$ cat config.mk
export PLATFORM = sky130hd
export DESIGN_NAME = eff_addr_unit
export DESIGN_NICKNAME = d
export VERILOG_FILES = /design/src/rtl/effa_pkg.sv /design/src/rtl/effa_ctrl.sv /design/src/rtl/effa_datapath.sv /design/src/rtl/eff_addr_unit.sv
export SDC_FILE = /design/constraint.sdc
export NUM_CORES = 1
export LEC_CHECK = 0
export ABC_CLOCK_PERIOD_IN_PS = 8650
export BUFFER_PORTS_ARGS = -buffer_cell sky130_fd_sc_hd__buf_2
export CAP_MARGIN = 40
export CORE_ASPECT_RATIO = 1.1
export CORE_MARGIN = 4
export CORE_UTILIZATION = 45
export CTS_CLUSTER_DIAMETER = 200
export DETAILED_ROUTE_END_ITERATION = 8
export PLACE_DENSITY_LB_ADDON = 0.25
export SLEW_MARGIN = 40
export SYNTH_ARGS = -nofsm -noshare
export SYNTH_HDL_FRONTEND = slang
export SYNTH_SLANG_ARGS = --single-unit
$ cat constraint.sdc
create_clock -name clk -period 8.65 [get_ports clk]
set_input_delay 2.595 -clock clk [delete_from_list [all_inputs] [get_ports clk]]
set_output_delay 2.595 -clock clk [all_outputs]
set_load 0.01 [all_outputs]
$ cat src/rtl/effa_pkg.sv
package effa_pkg;

  localparam int MODE_BITS = 3;
  localparam int REG_BITS  = 3;
  localparam int NUM_REG   = 1 << REG_BITS;
  localparam int FIELD_W   = MODE_BITS + REG_BITS;

  // Mode codes: the encoding is the behaviour, so the values are fixed.
  typedef enum logic [MODE_BITS-1:0] {
    MD_POST_SUBN = 3'b000,
    MD_POST_ADDN = 3'b001,
    MD_POST_DEC  = 3'b010,
    MD_POST_INC  = 3'b011,
    MD_PLAIN     = 3'b100,
    MD_INDEXED   = 3'b101,
    MD_SPECIAL   = 3'b110,
    MD_PRE_DEC   = 3'b111
  } modeE;

  localparam logic [REG_BITS-1:0] SPC_ABS = 3'b000;
  localparam logic [REG_BITS-1:0] SPC_IMM = 3'b100;

  typedef enum logic [1:0] {
    AS_REG,
    AS_REG_N,
    AS_REG_M1,
    AS_EXT
  } addrSrcE;

  typedef enum logic [1:0] {
    UP_MINUS_N,
    UP_PLUS_N,
    UP_MINUS_1,
    UP_PLUS_1
  } updOpE;

  typedef struct packed {
    logic    fire;
    logic    regWr;
    updOpE   updOp;
    addrSrcE addrSrc;
    logic    imm;
    logic    illegal;
  } ctrlS;

endpackage

$ cat src/rtl/effa_ctrl.sv
module effa_ctrl
  import effa_pkg::*;
(
  input  logic               clk,
  input  logic               rstN,
  input  logic               start,
  input  logic [FIELD_W-1:0] modeField,
  output ctrlS               ctl,
  output logic               done,
  output logic               immFlag,
  output logic               illegal
);

  modeE                mode;
  logic [REG_BITS-1:0] regBits;
  logic                wantWr;

  assign mode    = modeE'(modeField[FIELD_W-1:REG_BITS]);
  assign regBits = modeField[REG_BITS-1:0];

  // Turn the mode field into strobes for the datapath.
  always_comb begin
    ctl         = '0;
    wantWr      = 1'b0;
    ctl.fire    = start;
    ctl.updOp   = UP_MINUS_N;
    ctl.addrSrc = AS_REG;
    case (mode)
      MD_POST_SUBN: begin wantWr = 1'b1; ctl.updOp = UP_MINUS_N; end
      MD_POST_ADDN: begin wantWr = 1'b1; ctl.updOp = UP_PLUS_N;  end
      MD_POST_DEC:  begin wantWr = 1'b1; ctl.updOp = UP_MINUS_1; end
      MD_POST_INC:  begin wantWr = 1'b1; ctl.updOp = UP_PLUS_1;  end
      MD_PLAIN:     ctl.addrSrc = AS_REG;
      MD_INDEXED:   ctl.addrSrc = AS_REG_N;
      MD_PRE_DEC: begin
        wantWr      = 1'b1;
        ctl.updOp   = UP_MINUS_1;
        ctl.addrSrc = AS_REG_M1;
      end
      MD_SPECIAL: begin
        ctl.addrSrc = AS_EXT;
        if (regBits == SPC_IMM)      ctl.imm     = 1'b1;
        else if (regBits != SPC_ABS) ctl.illegal = 1'b1;
      end
      default: ctl.addrSrc = AS_REG;
    endcase
    ctl.regWr = start & wantWr;
  end

  // Registered status outputs; they hold between starts.
  always_ff @(posedge clk) begin
    if (!rstN) begin
      done    <= 1'b0;
      immFlag <= 1'b0;
      illegal <= 1'b0;
    end else begin
      done <= start;
      if (start) begin
        immFlag <= ctl.imm;
        illegal <= ctl.illegal;
      end
    end
  end

  AST_DONE_AFTER_START: assert property (@(posedge clk) disable iff (!rstN)
    start |=> done);
  AST_DONE_NO_SPURIOUS: assert property (@(posedge clk) disable iff (!rstN)
    !start |=> !done);
  AST_FLAGS_HOLD: assert property (@(posedge clk) disable iff (!rstN)
    !start |=> ($stable(immFlag) && $stable(illegal)));
  AST_FLAGS_EXCLUSIVE: assert property (@(posedge clk) disable iff (!rstN)
    !(immFlag && illegal));

endmodule

$ cat src/rtl/effa_datapath.sv
module effa_datapath
  import effa_pkg::*;
#(
  parameter int ADDR_W = 16
) (
  input  logic                clk,
  input  logic                rstN,
  input  ctrlS                ctl,
  input  logic [REG_BITS-1:0] regBits,
  input  logic [ADDR_W-1:0]   extWord,
  input  logic                ldEn,
  input  logic                ldSel,
  input  logic [REG_BITS-1:0] ldIdx,
  input  logic [ADDR_W-1:0]   ldData,
  output logic [ADDR_W-1:0]   effAddr
);

  localparam int SLOT_BITS = REG_BITS - 1;
  localparam logic [ADDR_W-1:0] ONE = ADDR_W'(1);

  logic [ADDR_W-1:0]   rArr [NUM_REG];
  logic [ADDR_W-1:0]   nArr [NUM_REG];
  logic                bankSel;
  logic [SLOT_BITS-1:0] slotSel;
  logic [REG_BITS-1:0] regIdx;
  logic [ADDR_W-1:0]   rCur, nCur, updVal, addrVal;
  logic [NUM_REG-1:0]  rUpdHit, rLdHit, nLdHit;

  // The top bit picks the bank, the low bits pick the slot within it.
  assign bankSel = regBits[REG_BITS-1];
  assign slotSel = regBits[SLOT_BITS-1:0];
  assign regIdx  = {bankSel, slotSel};

  assign rCur = rArr[regIdx];
  assign nCur = nArr[regIdx];

  always_comb begin
    case (ctl.updOp)
      UP_MINUS_N: updVal = rCur - nCur;
      UP_PLUS_N:  updVal = rCur + nCur;
      UP_MINUS_1: updVal = rCur - ONE;
      default:    updVal = rCur + ONE;
    endcase
  end

  always_comb begin
    case (ctl.addrSrc)
      AS_REG:    addrVal = rCur;
      AS_REG_N:  addrVal = rCur + nCur;
      AS_REG_M1: addrVal = rCur - ONE;
      default:   addrVal = extWord;
    endcase
  end

  for (genvar i = 0; i < NUM_REG; i++) begin : g_hit
    assign rUpdHit[i] = ctl.regWr && (regIdx == REG_BITS'(i));
    assign rLdHit[i]  = ldEn && !ldSel && (ldIdx == REG_BITS'(i));
    assign nLdHit[i]  = ldEn &&  ldSel && (ldIdx == REG_BITS'(i));
  end

  // A mode update takes priority over a load of the same address register.
  always_ff @(posedge clk) begin
    if (!rstN) begin
      for (int i = 0; i < NUM_REG; i++) begin
        rArr[i] <= '0;
        nArr[i] <= '0;
      end
    end else begin
      for (int i = 0; i < NUM_REG; i++) begin
        if (rUpdHit[i])     rArr[i] <= updVal;
        else if (rLdHit[i]) rArr[i] <= ldData;
        if (nLdHit[i])      nArr[i] <= ldData;
      end
    end
  end

  always_ff @(posedge clk) begin
    if (!rstN)         effAddr <= '0;
    else if (ctl.fire) effAddr <= ctl.illegal ? '0 : addrVal;
  end

  AST_ILLEGAL_NO_WRITE: assert property (@(posedge clk) disable iff (!rstN)
    ctl.illegal |-> !ctl.regWr);
  AST_PLAIN_ADDR: assert property (@(posedge clk) disable iff (!rstN)
    (ctl.fire && ctl.addrSrc == AS_REG) |=> effAddr == $past(rCur));
  AST_INDEXED_ADDR: assert property (@(posedge clk) disable iff (!rstN)
    (ctl.fire && ctl.addrSrc == AS_REG_N)
      |=> effAddr == $past(rCur + nCur));
  AST_ADDR_HOLD: assert property (@(posedge clk) disable iff (!rstN)
    !ctl.fire |=> $stable(effAddr));
  AST_UPDATE_WINS: assert property (@(posedge clk) disable iff (!rstN)
    (ctl.regWr && ldEn && !ldSel && ldIdx == regIdx)
      |=> rArr[$past(regIdx)] == $past(updVal));
  AST_NO_UPDATE_KEEP: assert property (@(posedge clk) disable iff (!rstN)
    (ctl.fire && !ctl.regWr && !(ldEn && !ldSel))
      |=> rArr[$past(regIdx)] == $past(rCur));

endmodule

$ cat src/rtl/eff_addr_unit.sv
module eff_addr_unit
  import effa_pkg::*;
#(
  parameter int ADDR_W = 16
) (
  input  logic               clk,
  input  logic               rstN,
  input  logic               start,
  input  logic [5:0]         modeField,
  input  logic [ADDR_W-1:0]  extWord,
  input  logic               ldEn,
  input  logic               ldSel,
  input  logic [2:0]         ldIdx,
  input  logic [ADDR_W-1:0]  ldData,
  output logic [ADDR_W-1:0]  effAddr,
  output logic               immFlag,
  output logic               illegal,
  output logic               done
);

  ctrlS ctl;

  effa_ctrl u_ctrl (
    .clk       (clk),
    .rstN      (rstN),
    .start     (start),
    .modeField (modeField),
    .ctl       (ctl),
    .done      (done),
    .immFlag   (immFlag),
    .illegal   (illegal)
  );

  effa_datapath #(.ADDR_W(ADDR_W)) u_dp (
    .clk     (clk),
    .rstN    (rstN),
    .ctl     (ctl),
    .regBits (modeField[REG_BITS-1:0]),
    .extWord (extWord),
    .ldEn    (ldEn),
    .ldSel   (ldSel),
    .ldIdx   (ldIdx),
    .ldData  (ldData),
    .effAddr (effAddr)
  );

endmodule

Word level (Yosys, flattened, before mapping)
Memory sizes are Yosys's and may differ from the RTL's.
Cells that the tools add are included.
{ "totals": {"register_bits": 19, "mem_bits_rw": 256, "in_bits": 46, "output_inout_bits": 19, "wordCells": 209, "memories": 2} }
{ "memory_table": {"columns": ["memory", "depth", "width", "rd", "rd_ports_with_merged_regs", "wr", "line_no", "text"], "rows": [
  ["u_dp.nArr", 8, 16, 1, 0, 8, "effa_datapath.sv:22", "logic [ADDR_W-1:0] nArr [NUM_REG];"],
  ["u_dp.rArr", 8, 16, 1, 0, 8, "effa_datapath.sv:21", "logic [ADDR_W-1:0] rArr [NUM_REG];"]
]} }
{ "op_classes": {"addsub": 4, "n_eq_ne": 24, "n_mux": 115, "n_bitwise": 25, "reduce_logical": 35} }
{ "op_table": {"columns": ["cell", "n"], "rows": [
  ["two-way mux 16 bit", 25],
  ["case mux 16 bit (3 select lines)", 2],
  ["two-way mux 1 bit", 85],
  ["== test 3 bit (second input constant)", 11],
  ["logical AND 1 bit", 26],
  ["OR 1 bit", 24],
  ["== test 3 x 2 -> 1 bit (second input constant)", 6],
  ["adder 16 x 1 -> 16 bit (second input constant)", 1],
  ["adder 16 bit", 1],
  ["subtractor 16 x 1 -> 16 bit (second input constant)", 1],
  ["subtractor 16 bit", 1],
  ["case mux 2 bit (3 select lines)", 2],
  ["== test 3 x 1 -> 1 bit (second input constant)", 3],
  ["logical NOT 3 bit", 3],
  ["OR reduction 5 bit", 1],
  ["== test 2 x 1 -> 1 bit (second input constant)", 2],
  ["== test 2 bit (second input constant)", 2],
  ["logical NOT 2 bit", 2],
  ["nonzero test 3 bit", 1],
  ["two-way mux 2 bit", 1],
  ["OR reduction 2 bit", 1],
  ["bitwise AND 1 bit", 1],
  ["logical NOT 1 bit", 1]
]} }

Longest topological paths before layout
{ "logic_depth": {"ltp_word": 10, "depth_mapped": 19} }

Hierarchy
From an unflattened synthesis, not the netlist that was laid out.
{ "unflattened": {"cells_unflattened": 1455, "area_unflattened_um2": 15741.3} }
{ "by_module_without_submodules": {"columns": ["mod", "n_inst", "cells_per_inst", "area_each_um2"], "rows": [
  ["effa_datapath", 1, 1433, 15536.2],
  ["effa_ctrl", 1, 22, 205.2]
]} }

Worst setup path before layout
OpenSTA, ideal clock, no wires.
{ "synth_timing": {"path_kind": "input to register", "from": "input port modeField[0]", "to": "memory u_dp.rArr[6][12], data pin", "setup_time_ns": 0.154, "arrival_ns": 7.370, "required_time_ns": 8.496, "setup_slack_ns": 1.126, "stages": 16, "n_path_buf": 4, "cell_sequence": "buf_2 -> buf_2 -> buf_1 -> clkbuf_1 -> mux4_2 -> mux2_2 -> ha_1 -> fa_1 -> a211o_1 -> o211ai_1 -> a21oi_1 -> a211oi_1 -> mux2_2 -> a41oi_1 -> nand2_1 -> a21boi_0"} }
{ "synth_rtl": {"columns": ["element", "line_no", "text"], "rows": [
  ["start, declared", "eff_addr_unit.sv:9", "input logic [5:0] modeField,"],
  ["end, declared", "effa_datapath.sv:21", null]
]} }

==> results_dict.tcl <==
set metrics [dict create \
    comb_power_share 0.232 \
    ys.flop_type "edfxtp_1" \
    path_max_fanout 29 \
    postPlaceCellArea_sq_um 16400 \
    drive_gt1_frac 0.189 \
    finalHoldViolCount 0 \
    use_met3 0.0382 \
    clk_pin_slew_ns 0.06 \
    slew_viol_final 0 \
    tns_ns 0 \
    setup_viol_count_final 0 \
    antenna_found_initial 2 \
    synth_mux_area_frac 0.115 \
    antenna_cells 0 \
    synth_compound_area_frac 0.168 \
    grt_max_degree 46 \
    multiInputGateArea_sq_um 7020 \
    end_kind "flop" \
    yosysWarnings 0 \
    tightest_slew_ns 0.910 \
    cts_buffer_depth 3 \
    die_x_um 185 \
    synthArstFlopShare 0 \
    ir_drop_uv 165 \
    synth_edf_count 256 \
    grt_pass1_vias 11498 \
    grt-busiest-layer "met2" \
    p_per_area_nw_per_um2 215 \
    cts_sinks 275 \
    pwr-share-clk 0.344 \
    cp.required_ns 9.07 \
    start_util 0.456 \
    period_minus_slack_ns 6.98 \
    drc 0 \
    fillCellCount 3011 \
    port_buffers 64 \
    syn_avg_cell_area_sq_um 11.6 \
    clk_latency_ns 0.56 \
    grt_pass1_wl_um 71600 \
    critPathMaxStageDelay_ns 0.62 \
    synth.distinct_cells 76 \
    die-area_sq_um 37600 \
    fin_area_sq_um 17400 \
    synth_top_family_by_area "compound AO/OA/AOI/OAI gates" \
    status "finished clean" \
    synthSimpleGateAreaFrac 0.112 \
    worstPathCellList "buf_2 > buf_4 > mux2i_1 > a22o_1 > a211o_1 > inv_1 > ha_1 > a211oi_1 > nor2_1 > o41a_1 > a211oi_1 > xor2_1 > a32oi_1 > mux2i_1 > a22o_1" \
    finalClockSkew_ns 0.0158 \
    crit_arrival_ns 7.41 \
    syn_to_final_growth_pct 12.0 \
    cts_resized 0 \
    grt.total_usage 0.252 \
    hold_path_class "flop to flop" \
    viasPerCell 6.47 \
    ys_seq_elements 275 \
    use_met1 0.344 \
    synth-xor-area-share 0.0203 \
    h-tree-depth 1 \
    drt_iter0_drc 1432 \
    synth_area_sq_um 15500 \
    rows 71 \
    switching_power_uw 1100 \
    path_class "input port to flop" \
    p_leak_uw 0.00650 \
    seq_power_share 0.425 \
    max_freq_ghz 0.143 \
    overflow 0 \
    ant_nets 0 \
    wirelength_um 48800 \
    firstDrtPassIters 5 \
    gp_congestion 0.950 \
    yosysSeqAreaShare 0.519 \
    p_int_uw 2640 \
    nets 1455 \
    regArea_sq_um 8070 \
    synth_fa_ha_area_frac 0.0300 \
    post_drt_wl_per_cell_um 26.6 \
    swShare 0.294 \
    met2_usage 0.412 \
    rsz0062_at_grt "false" \
    hpwl_um 32800 \
    synth_fp_nets 1422 \
    cap_violations 0 \
    critPathSlowestCell "mux2i_1" \
    ctsRootBufferMaster "clkbuf_16" \
    period_share 0.807 \
    cts_hold_buf 0 \
    relSlewSlack 0.393 \
    io_pins 65 \
    cts_buffers 30 \
    die_y_um 203 \
    vias 11848 \
    core-area_sq_um 34100 \
    crit_path_start_kind "input port" \
    syn_inst 1340 \
    post_cts_buffers 0 \
    cts_tree "yes" \
]
cell usage after synthesis, drive strengths merged (6+ instances only):
library cell / count / share of area
edfxtp: 256 / 0.49
dfxtp: 19 / 0.024
nor2b: 15 / 0.0060
a21o: 13 / 0.0063
nand2: 112 / 0.027
nor2: 153 / 0.037
clkbuf: 78 / 0.019
a21boi: 9 / 0.0043
a221oi: 15 / 0.0089
and2: 7 / 0.0028
xnor2: 27 / 0.015
ha: 34 / 0.027
o21ai: 62 / 0.020
a32oi: 6 / 0.0039
mux2: 21 / 0.015
mux2i: 34 / 0.022
nor3: 21 / 0.0074
buf: 24 / 0.0077
o21a: 8 / 0.0039
or2: 7 / 0.0028
inv: 38 / 0.0092
and3: 9 / 0.0036
xor2: 9 / 0.0051
o22ai: 15 / 0.0060
nand2b: 10 / 0.0040
a22o: 83 / 0.047
a21oi: 59 / 0.019
nand3: 24 / 0.0077
o211ai: 6 / 0.0029
mux4: 53 / 0.077
a31oi: 6 / 0.0024
a32o: 17 / 0.011
a211oi: 11 / 0.0053
nand4: 9 / 0.0036
layer usage:
metal	wire, um	share of wire	vias to the layer above
li1	-	-	5212
met1	19600	0.40	5881
met2	23100	0.47	635
met3	4060	0.083	116
met4	1980	0.041	4
met5	26	0.00053	-
logic make-up after synthesis:
family	after synthesis
AND/OR/NAND/NOR	388
AO/OA/AOI/OAI	356
flip-flops	275
buffers and inverters	141
multiplexers	108
XOR/XNOR	36
adder cells (fa/ha/maj)	36
cells in the final DEF, fill, tap and decap left out, types with 10 or more instances in the layout:
master	Yosys	layout
clkbuf_16	0	31
a221oi_1	14	14
a32o_1	17	17
edfxtp_1	256	256
mux4_2	53	53
o22ai_1	15	15
dfxtp_1	19	19
a22o_1	83	83
a21oi_1	59	58
a21o_1	13	13
buf_2	9	62
nand2b_1	10	10
nor3_1	19	17
buf_4	3	36
nand2_1	112	107
ha_1	34	34
nor2b_1	15	14
inv_1	37	37
mux2_2	20	20
nor2_1	153	152
nand3_1	24	20
o21ai_0	62	60
mux2i_1	32	31
xnor2_1	27	27
critical path: cells and delay by family:
family	cells	cell delay (ns)
mux	2	0.75
compound gates	7	2.10
xor+xnor	1	0.31
simple gates	1	0.13
buf+inv	3	1.20
fa+ha+maj	1	0.29
power by group through the flow:
| stage | Sequential, uW | Clock (uW) | Combinational [uW] |
|---|---|---|---|
| detailed placement | 1610 | 0 | 843 |
| global route | 1590 | 1350 | 925 |
| CTS | 1590 | 1300 | 847 |
| finish | 1590 | 1280 | 866 |
| global placement | 1610 | 0 | 832 |
| floorplan | 1610 | 0 | 569 |
per-stage QoR:
stage	std cells	hold slack, ns	worst slack, ns	util	power (uW)
6_report	1832	0.444	1.67	0.510	3740
5_1_grt	1832	0.454	1.46	0.510	3870
4_1_cts	1832	0.444	1.77	0.510	3730
3_5_place_dp	1779	0.435	1.21	0.481	2460
3_3_place_gp	1772	0.430	1.01	0.477	2440
2_1_floorplan	1340	0.467	1.13	-	2180
final timing paths:
kind,startpoint,endpoint,slack [ns],depth (start not counted)
worst min-delay path,u_dp.effAddr[5],u_dp.effAddr[5],0.44,2
worst max register to register,u_dp.rArr[5][0],u_dp.rArr[1][10],4.12,14
worst max-delay path,modeField[2],u_dp.rArr[2][15],1.67,15
worst min register to register,u_dp.effAddr[5],u_dp.effAddr[5],0.44,2
state kept, by name, summed over array words and instances (netlist names):
register	count
u_ctrl.illegal	1
u_dp.nArr	128
u_dp.effAddr	16
u_ctrl.done	1
u_dp.rArr	128
u_ctrl.immFlag	1
area by class of cell:
| class | count | share of cell area |
|---|---|---|
| clock inverter | 17 | 0.0106 |
| sequential | 275 | 0.464 |
| timing repair buffer | 103 | 0.0368 |
| clock buffer | 36 | 0.0456 |
| tap | 438 | 0.0315 |
| multi-input combinational | 924 | 0.403 |
| inverter | 39 | 0.00841 |
Note: power is estimated with default switching activity, not from simulation.
